File: config.mk
export PLATFORM = sky130hd
export DESIGN_NAME = flash_ready_poller
export DESIGN_NICKNAME = d
export VERILOG_FILES = /design/src/rtl/flash_poll_pkg.sv /design/src/rtl/poll_sck_divider.sv /design/src/rtl/poll_so_sync.sv /design/src/rtl/poll_shifter.sv /design/src/rtl/flash_ready_poller.sv
export SDC_FILE = /design/constraint.sdc
export NUM_CORES = 1
export LEC_CHECK = 0
export BUFFER_PORTS_ARGS = -buffer_cell sky130_fd_sc_hd__buf_4
export CAP_MARGIN = 30
export CORE_ASPECT_RATIO = 0.6
export CORE_UTILIZATION = 45
export DETAILED_ROUTE_END_ITERATION = 12
export PLACE_DENSITY = 0.72
export SLEW_MARGIN = 20
export SYNTH_ARGS = -nofsm -noshare
export SYNTH_HDL_FRONTEND = slang
export SYNTH_SLANG_ARGS = --single-unit
File: constraint.sdc
create_clock -name clk -period 3.7 [get_ports clk]
set_input_delay 0 -clock clk [delete_from_list [all_inputs] [get_ports clk]]
set_output_delay 0 -clock clk [all_outputs]
set_load 0.05 [all_outputs]
File: src/rtl/flash_poll_pkg.sv
package flash_poll_pkg;

  localparam logic [7:0] RD_STATUS_OP    = 8'h57;
  localparam logic [7:0] STATUS_KEEP     = 8'hF8;
  localparam int unsigned EDGES_COMMAND  = 16;
  localparam int unsigned EDGES_TOTAL    = 32;

  typedef enum logic [1:0] {
    ST_IDLE  = 2'd0,
    ST_SHIFT = 2'd1,
    ST_HOLD  = 2'd2
  } poll_state_e;

  // Command bit to present after a given number of SCK edges (0 past the command)
  function automatic logic cmd_bit(input logic [7:0] op, input logic [5:0] edges);
    logic [2:0] idx;
    if (edges >= 6'(EDGES_COMMAND)) return 1'b0;
    idx = 3'd7 - edges[3:1];
    return op[idx];
  endfunction

  // Only the upper five status bits are meaningful
  function automatic logic [7:0] keep_valid(input logic [7:0] raw);
    return raw & STATUS_KEEP;
  endfunction

endpackage

File: src/rtl/poll_sck_divider.sv
module poll_sck_divider #(
  parameter int unsigned HALF_CYCLES = 4
) (
  input  logic clk,
  input  logic rst_n,
  input  logic run_i,
  output logic tick_o
);
  localparam int unsigned CW = (HALF_CYCLES > 1) ? $clog2(HALF_CYCLES) : 1;
  localparam logic [CW-1:0] LAST = CW'(HALF_CYCLES - 1);

  logic [CW-1:0] cnt_q;

  assign tick_o = run_i && (cnt_q == LAST);

  always_ff @(posedge clk or negedge rst_n) begin
    if (!rst_n)       cnt_q <= '0;
    else if (!run_i)  cnt_q <= '0;
    else if (tick_o)  cnt_q <= '0;
    else              cnt_q <= cnt_q + 1'b1;
  end

  a_r3_count_bounded: assert property (@(posedge clk) disable iff (!rst_n)
    !run_i |=> (cnt_q == '0));
endmodule

File: src/rtl/poll_so_sync.sv
module poll_so_sync #(
  parameter int unsigned STAGES = 2
) (
  input  logic clk,
  input  logic rst_n,
  input  logic d_i,
  output logic q_o
);
  logic [STAGES-1:0] chain_q;

  always_ff @(posedge clk or negedge rst_n) begin
    if (!rst_n) chain_q <= '0;
    else        chain_q <= {chain_q[STAGES-2:0], d_i};
  end

  assign q_o = chain_q[STAGES-1];
endmodule

File: src/rtl/poll_shifter.sv
module poll_shifter
  import flash_poll_pkg::*;
(
  input  logic       clk,
  input  logic       rst_n,
  input  logic       load_i,
  input  logic       fall_i,
  input  logic       rise_i,
  input  logic       capture_en_i,
  input  logic [5:0] edge_next_i,
  input  logic       miso_i,
  output logic       mosi_o,
  output logic [7:0] shreg_o
);
  always_ff @(posedge clk or negedge rst_n) begin
    if (!rst_n) begin
      mosi_o  <= 1'b0;
      shreg_o <= '0;
    end else if (load_i) begin
      mosi_o  <= cmd_bit(RD_STATUS_OP, 6'd0);
      shreg_o <= '0;
    end else begin
      if (fall_i)                 mosi_o  <= cmd_bit(RD_STATUS_OP, edge_next_i);
      if (rise_i && capture_en_i) shreg_o <= {shreg_o[6:0], miso_i};
    end
  end
endmodule

File: src/rtl/flash_ready_poller.sv
module flash_ready_poller
  import flash_poll_pkg::*;
#(
  parameter int unsigned CLK_DIV        = 4,
  parameter int unsigned TIMEOUT_CYCLES = 100000,
  parameter int unsigned SYNC_STAGES    = 2
) (
  input  logic       clk,
  input  logic       rst_n,
  input  logic       start_i,
  input  logic       poll_mode_i,
  output logic       done_o,
  output logic       error_o,
  output logic [7:0] status_o,
  output logic       spi_cs_n_o,
  output logic       spi_sck_o,
  output logic       spi_mosi_o,
  input  logic       spi_miso_i
);
  localparam int unsigned TW = $clog2(TIMEOUT_CYCLES + 1);
  localparam logic [TW-1:0] WAIT_LAST = TW'(TIMEOUT_CYCLES - 1);

  poll_state_e state_q;
  logic        sck_q, cs_n_q, poll_q, done_q, err_q;
  logic [5:0]  edge_cnt_q;
  logic [TW-1:0] wait_cnt_q;
  logic [7:0]  status_q;

  // Named internal events
  logic       div_tick, evt_rise, evt_fall, evt_accept;
  logic       evt_finish_ok, evt_enter_hold, evt_resume, evt_timeout;
  logic       hold_active, so_ready;
  logic [5:0] edge_next;
  logic [7:0] shreg;

  poll_sck_divider #(.HALF_CYCLES(CLK_DIV)) u_div (
    .clk(clk), .rst_n(rst_n), .run_i(state_q == ST_SHIFT), .tick_o(div_tick));

  poll_so_sync #(.STAGES(SYNC_STAGES)) u_sync (
    .clk(clk), .rst_n(rst_n), .d_i(spi_miso_i), .q_o(so_ready));

  assign edge_next      = edge_cnt_q + 6'd1;
  assign evt_rise       = div_tick && !sck_q;
  assign evt_fall       = div_tick &&  sck_q;
  assign evt_accept     = (state_q == ST_IDLE) && start_i;
  assign evt_finish_ok  = evt_fall && (edge_next == 6'(EDGES_TOTAL));
  assign evt_enter_hold = evt_fall && poll_q && (edge_next == 6'(EDGES_COMMAND));
  assign hold_active    = (state_q == ST_HOLD);
  assign evt_resume     = hold_active && so_ready;
  assign evt_timeout    = hold_active && !so_ready && (wait_cnt_q == WAIT_LAST);

  poll_shifter u_shift (
    .clk(clk), .rst_n(rst_n),
    .load_i(evt_accept), .fall_i(evt_fall), .rise_i(evt_rise),
    .capture_en_i(edge_cnt_q >= 6'(EDGES_COMMAND)),
    .edge_next_i(edge_next), .miso_i(spi_miso_i),
    .mosi_o(spi_mosi_o), .shreg_o(shreg));

  always_ff @(posedge clk or negedge rst_n) begin
    if (!rst_n) begin
      state_q    <= ST_IDLE;
      sck_q      <= 1'b0;
      cs_n_q     <= 1'b1;
      poll_q     <= 1'b0;
      edge_cnt_q <= '0;
      wait_cnt_q <= '0;
      done_q     <= 1'b0;
      err_q      <= 1'b0;
      status_q   <= '0;
    end else begin
      done_q <= 1'b0;
      err_q  <= 1'b0;
      unique case (state_q)
        ST_IDLE: if (evt_accept) begin
          state_q    <= ST_SHIFT;
          cs_n_q     <= 1'b0;
          sck_q      <= 1'b0;
          edge_cnt_q <= '0;
          poll_q     <= poll_mode_i;
        end
        ST_SHIFT: if (div_tick) begin
          sck_q      <= ~sck_q;
          edge_cnt_q <= edge_next;
          if (evt_finish_ok) begin
            state_q  <= ST_IDLE;
            cs_n_q   <= 1'b1;
            done_q   <= 1'b1;
            status_q <= keep_valid(shreg);
          end else if (evt_enter_hold) begin
            state_q    <= ST_HOLD;
            wait_cnt_q <= '0;
          end
        end
        ST_HOLD: begin
          if (evt_resume) begin
            state_q <= ST_SHIFT;
          end else if (evt_timeout) begin
            state_q  <= ST_IDLE;
            cs_n_q   <= 1'b1;
            done_q   <= 1'b1;
            err_q    <= 1'b1;
            status_q <= '0;
          end else begin
            wait_cnt_q <= wait_cnt_q + 1'b1;
          end
        end
        default: state_q <= ST_IDLE;
      endcase
    end
  end

  assign done_o     = done_q;
  assign error_o    = err_q;
  assign status_o   = status_q;
  assign spi_cs_n_o = cs_n_q;
  assign spi_sck_o  = sck_q;

  a_r1_sck_idle_low: assert property (@(posedge clk) disable iff (!rst_n)
    spi_cs_n_o |-> !spi_sck_o);
  a_r1_cs_falls_on_start: assert property (@(posedge clk) disable iff (!rst_n)
    (spi_cs_n_o && start_i) |=> !spi_cs_n_o);
  a_r2_mosi_steady_high: assert property (@(posedge clk) disable iff (!rst_n)
    (spi_sck_o && $past(spi_sck_o)) |-> $stable(spi_mosi_o));
  a_r3_sck_moves_on_tick: assert property (@(posedge clk) disable iff (!rst_n)
    !div_tick |=> $stable(spi_sck_o));
  a_r5_low_bits_clear: assert property (@(posedge clk) disable iff (!rst_n)
    done_o |-> (status_o[2:0] == 3'b000));
  a_r6_done_one_cycle: assert property (@(posedge clk) disable iff (!rst_n)
    done_o |=> !done_o);
  a_r7_hold_parks_clock: assert property (@(posedge clk) disable iff (!rst_n)
    hold_active |-> (!spi_sck_o && !spi_cs_n_o));
  a_r8_resume_on_ready: assert property (@(posedge clk) disable iff (!rst_n)
    (hold_active && so_ready) |=> (state_q == ST_SHIFT));
  a_r9_timeout_zero: assert property (@(posedge clk) disable iff (!rst_n)
    error_o |-> (status_o == 8'h00 && spi_cs_n_o));
  a_r10_no_restart: assert property (@(posedge clk) disable iff (!rst_n)
    (!spi_cs_n_o && start_i && !done_o) |=> (edge_cnt_q >= $past(edge_cnt_q)));
  a_r11_error_with_done: assert property (@(posedge clk) disable iff (!rst_n)
    error_o |-> done_o);
endmodule

==> results by group <==
Setup path
  – Startpoint type of the worst setup path: flip-flop
  – CP peak stage delay: approximately 0.47 ns
  – CP Capture Type: flip-flop
  – CP arrival: 3.17 ns
  – Worst-path cell chain: inv_1, ha_1, nand3_1, or4_1, a22oi_1, o211ai_1, nor4b_1, mux2_2
  – Slowest CP cell: or4_1
  – Worst Setup Path Type: reg -> reg
  – Crit-path max FO: 11
  – Critical path required time: 3.93 ns

Clock tree
  – Clock Latency Late Sink: ~0.30 ns
  – CTS sink cnt: 48
  – CTS buffer count: 5
  – H-tree Lvls: 2
  – Clk buf depth: 2
  – Reg clk slew, reported paths: 0.09 ns
  – CTS tree: yes
  – Root Buffer: clkbuf_8

Finish
  – Final Util: 0.532
  – Area growth, synth to finish: 9.40%
  – Post-route cell area: 3090 um^2
  – Share of layout cells above drive strength 1: 0.134
  – Nets@finish: about 330
  – Antenna cell count: 0

Yosys
  – Share of the synthesized area in the top cell type: 0.417
  – Post-Synthesis Cells: 303
  – Post-synth top cells: dfrtp_1, o21ai_0, nand2_1, nand3_1, o211ai_1
  – Dominant synthesized flop cell: dfrtp_1
  – Synth Register Bits: 48
  – Post-synthesis instance area: 2820 um^2
  – Number of synthesized flops with an enable pin: 0
  – Register area share after synthesis: 0.426
  – Ys async rst share: 1.00
  – Most numerous cell in the Yosys netlist: dfrtp_1
  – Syn Area/Cell: 9.32 um^2
  – Synth cell types: 54
  – Largest area contributor in the netlist: dfrtp_1
  – Synth warnings: 0
  – Ranking of synthesized cells by area: dfrtp_1, o21ai_0, o211ai_1

Floorplanning
  – Die area: 6600 um^2
  – Die width: roughly 100 um
  – Starting Density: 0.486
  – Core area: 5810 um^2
  – Site Rows: 21
  – I/O pin total: 18
  – Die height: 63.4 um

STA
  – Slew Limit Headroom: 0.439
  – Setup Viol. Count Final: 0
  – Setup TNS: 0 ns
  – Hold_ws: 0.228 ns
  – Worst Clk Skew: between 0.004 and 0.005 ns
  – RSZ-0062 raised after global routing: false
  – Tcrit/Tclk final: 0.795
  – Hold Fails Final Rpt: 0
  – Minimum clock period: 2.94 ns
  – F_max: roughly 340 MHz
  – Worst-Margin Slew: approximately 0.84 ns
  – Final Max Tran Viols: 0

Power and ir drop
  – Static Leakage: 1.25 nW
  – Peak VDD IR: 0.214 mV
  – Pwr dens: 530 nW/um^2
  – Total power draw: 1.64 mW

Global route
  – Vias in the first global route: 2283
  – Initial antenna violation count: 0
  – Global route overflow: 0
  – GRT Resource Usage Total: 0.219
  – First-pass GRT wire length: ~11000 um
  – Largest net degree at the start of global routing: 49

Flow run
  – Max Cap Viol: 0

Place
  – HPWL after DPL: 4690 um
  – PortBufs: 14
  – GPL Wtd Cong: 0.958
  – DP Area: a little under 3000 um^2

Hold path
  – Worst min-delay path class: in -> reg

Route
  – Drc violations: 0
  – DR pass1 iterations: 5
  – Starting DRT DRC Count: 266
  – Via count: 2361
  – Drt total wl: 6570 um
  – ANT nets after route: 0
  – WL/cell: 16.7 um
  – Via density: 5.99

Status
  – Status: finished clean
==> area by class of cell <==
type | instances | area (um^2)
clock buffers | 5 | 68.8
clock inverters | 3 | 42.5
fillers | 540 | 2720
inverters | 7 | 26.3
multi-input cells | 230 | 1480
flip-flops and latches | 48 | 1200
well taps | 80 | 100
repair buffers | 21 | 165
==> path summary, 6_finish.rpt <==
path | startpoint | endpoint | slack, ns | cells past startpoint
worst min register to register | u_sync.chain_q[0] | u_sync.chain_q[1] | 0.35 | 0
min in group asynchronous | rst_n | u_shift.shreg_o[3] | 0.24 | 2
worst min-delay path | start_i | u_shift.shreg_o[5] | 0.23 | 3
worst max register to register | state_q[1] | spi_cs_n_o | 0.76 | 8
worst max-delay path | state_q[1] | spi_cs_n_o | 0.76 | 8
max in group asynchronous | rst_n | wait_cnt_q[11] | 3.04 | 2
==> timing repair <==
action | in CTS | in global routing
resized for setup | 0 | 0
endpoints found under the hold margin | 50 | 0
buffers inserted | 0 | 0
hold buffers | 3 | 0
==> cell usage in the layout (no fill, tap or decap), types with 3 or more instances in the layout <==
cell type	instances
and4_1	3
dfrtp_1	47
o211ai_1	19
o21ai_0	30
clkbuf_8	5
and2_1	4
ha_1	8
nand2b_1	5
mux2_2	4
and3_1	3
nor2_1	17
dlygate4sd3_1	3
nor3_1	3
conb_1	3
a21oi_1	5
mux2i_1	11
or3_1	11
nand4_1	5
nand3_1	23
nand3b_1	7
a31o_2	5
nand2_1	23
o21a_1	7
nor4_1	4
inv_1	7
buf_4	18
==> critical path: cells and delay by family, from the launching register on <==
family / cells / cell delay [ns]
and+or+nand+nor: 3 / 1.06
AOI/OAI and AO/OA: 2 / 0.57
DFF: 1 / 0.42
adders and majority gates: 1 / 0.38
muxes: 1 / 0.38
buffers and inverters: 1 / 0.09
==> logic make-up (layout without fill, tap and decap cells) <==
| family | after synthesis | after routing | share of synthesized area |
|---|---|---|---|
| buffers and inverters | 27 | 36 | 0.0514 |
| and+or+nand+nor | 124 | 124 | 0.245 |
| DFF | 48 | 48 | 0.426 |
| AOI/OAI and AO/OA | 79 | 79 | 0.183 |
| adders and majority gates | 8 | 8 | 0.0355 |
| other | 1 | 3 | 0.00133 |
| muxes | 15 | 15 | 0.0550 |
| xor gates and xnor gates | 1 | 1 | 0.00310 |
==> sequential cells by signal (all words and copies together), names as in the netlist <==
| name | cells |
|---|---|
| poll_q | 1 |
| state_q | 2 |
| u_sync.chain_q | 2 |
| done_o | 1 |
| spi_sck_o | 1 |
| u_shift.shreg_o | 8 |
| status_o | 5 |
| spi_cs_n_o | 1 |
| edge_cnt_q | 6 |
| wait_cnt_q | 17 |
| error_o | 1 |
| u_div.cnt_q | 2 |
| u_shift.mosi_o | 1 |
==> per-stage QoR <==
step                      cells  worst slack [ns]
after floorplan             305              1.16
after global placement      383             0.865
after detailed placement    383             0.769
after CTS                   394             0.746
after global routing        394             0.431
final                       394             0.760
==> per-layer routing <==
| metal | GRT usage | wire [um] | vias to the layer above |
|---|---|---|---|
| li1 | - | - | 1136 |
| met1 | 0.338 | 3460 | 1138 |
| met2 | 0.309 | 2640 | 78 |
| met3 | 0.0445 | 412 | 9 |
| met4 | 0.0536 | 52 | 0 |
| met5 | 0 | 0 | - |
==> report_power, final <==
group	switching, mW	leakage (nW)	internal, mW
registers	0.0501	0.655	0.576
logic	0.441	0.539	0.188
clock network	0.181	0.0541	0.200
total	0.672	1.25	0.964
Power figures use the tool's default switching activity.
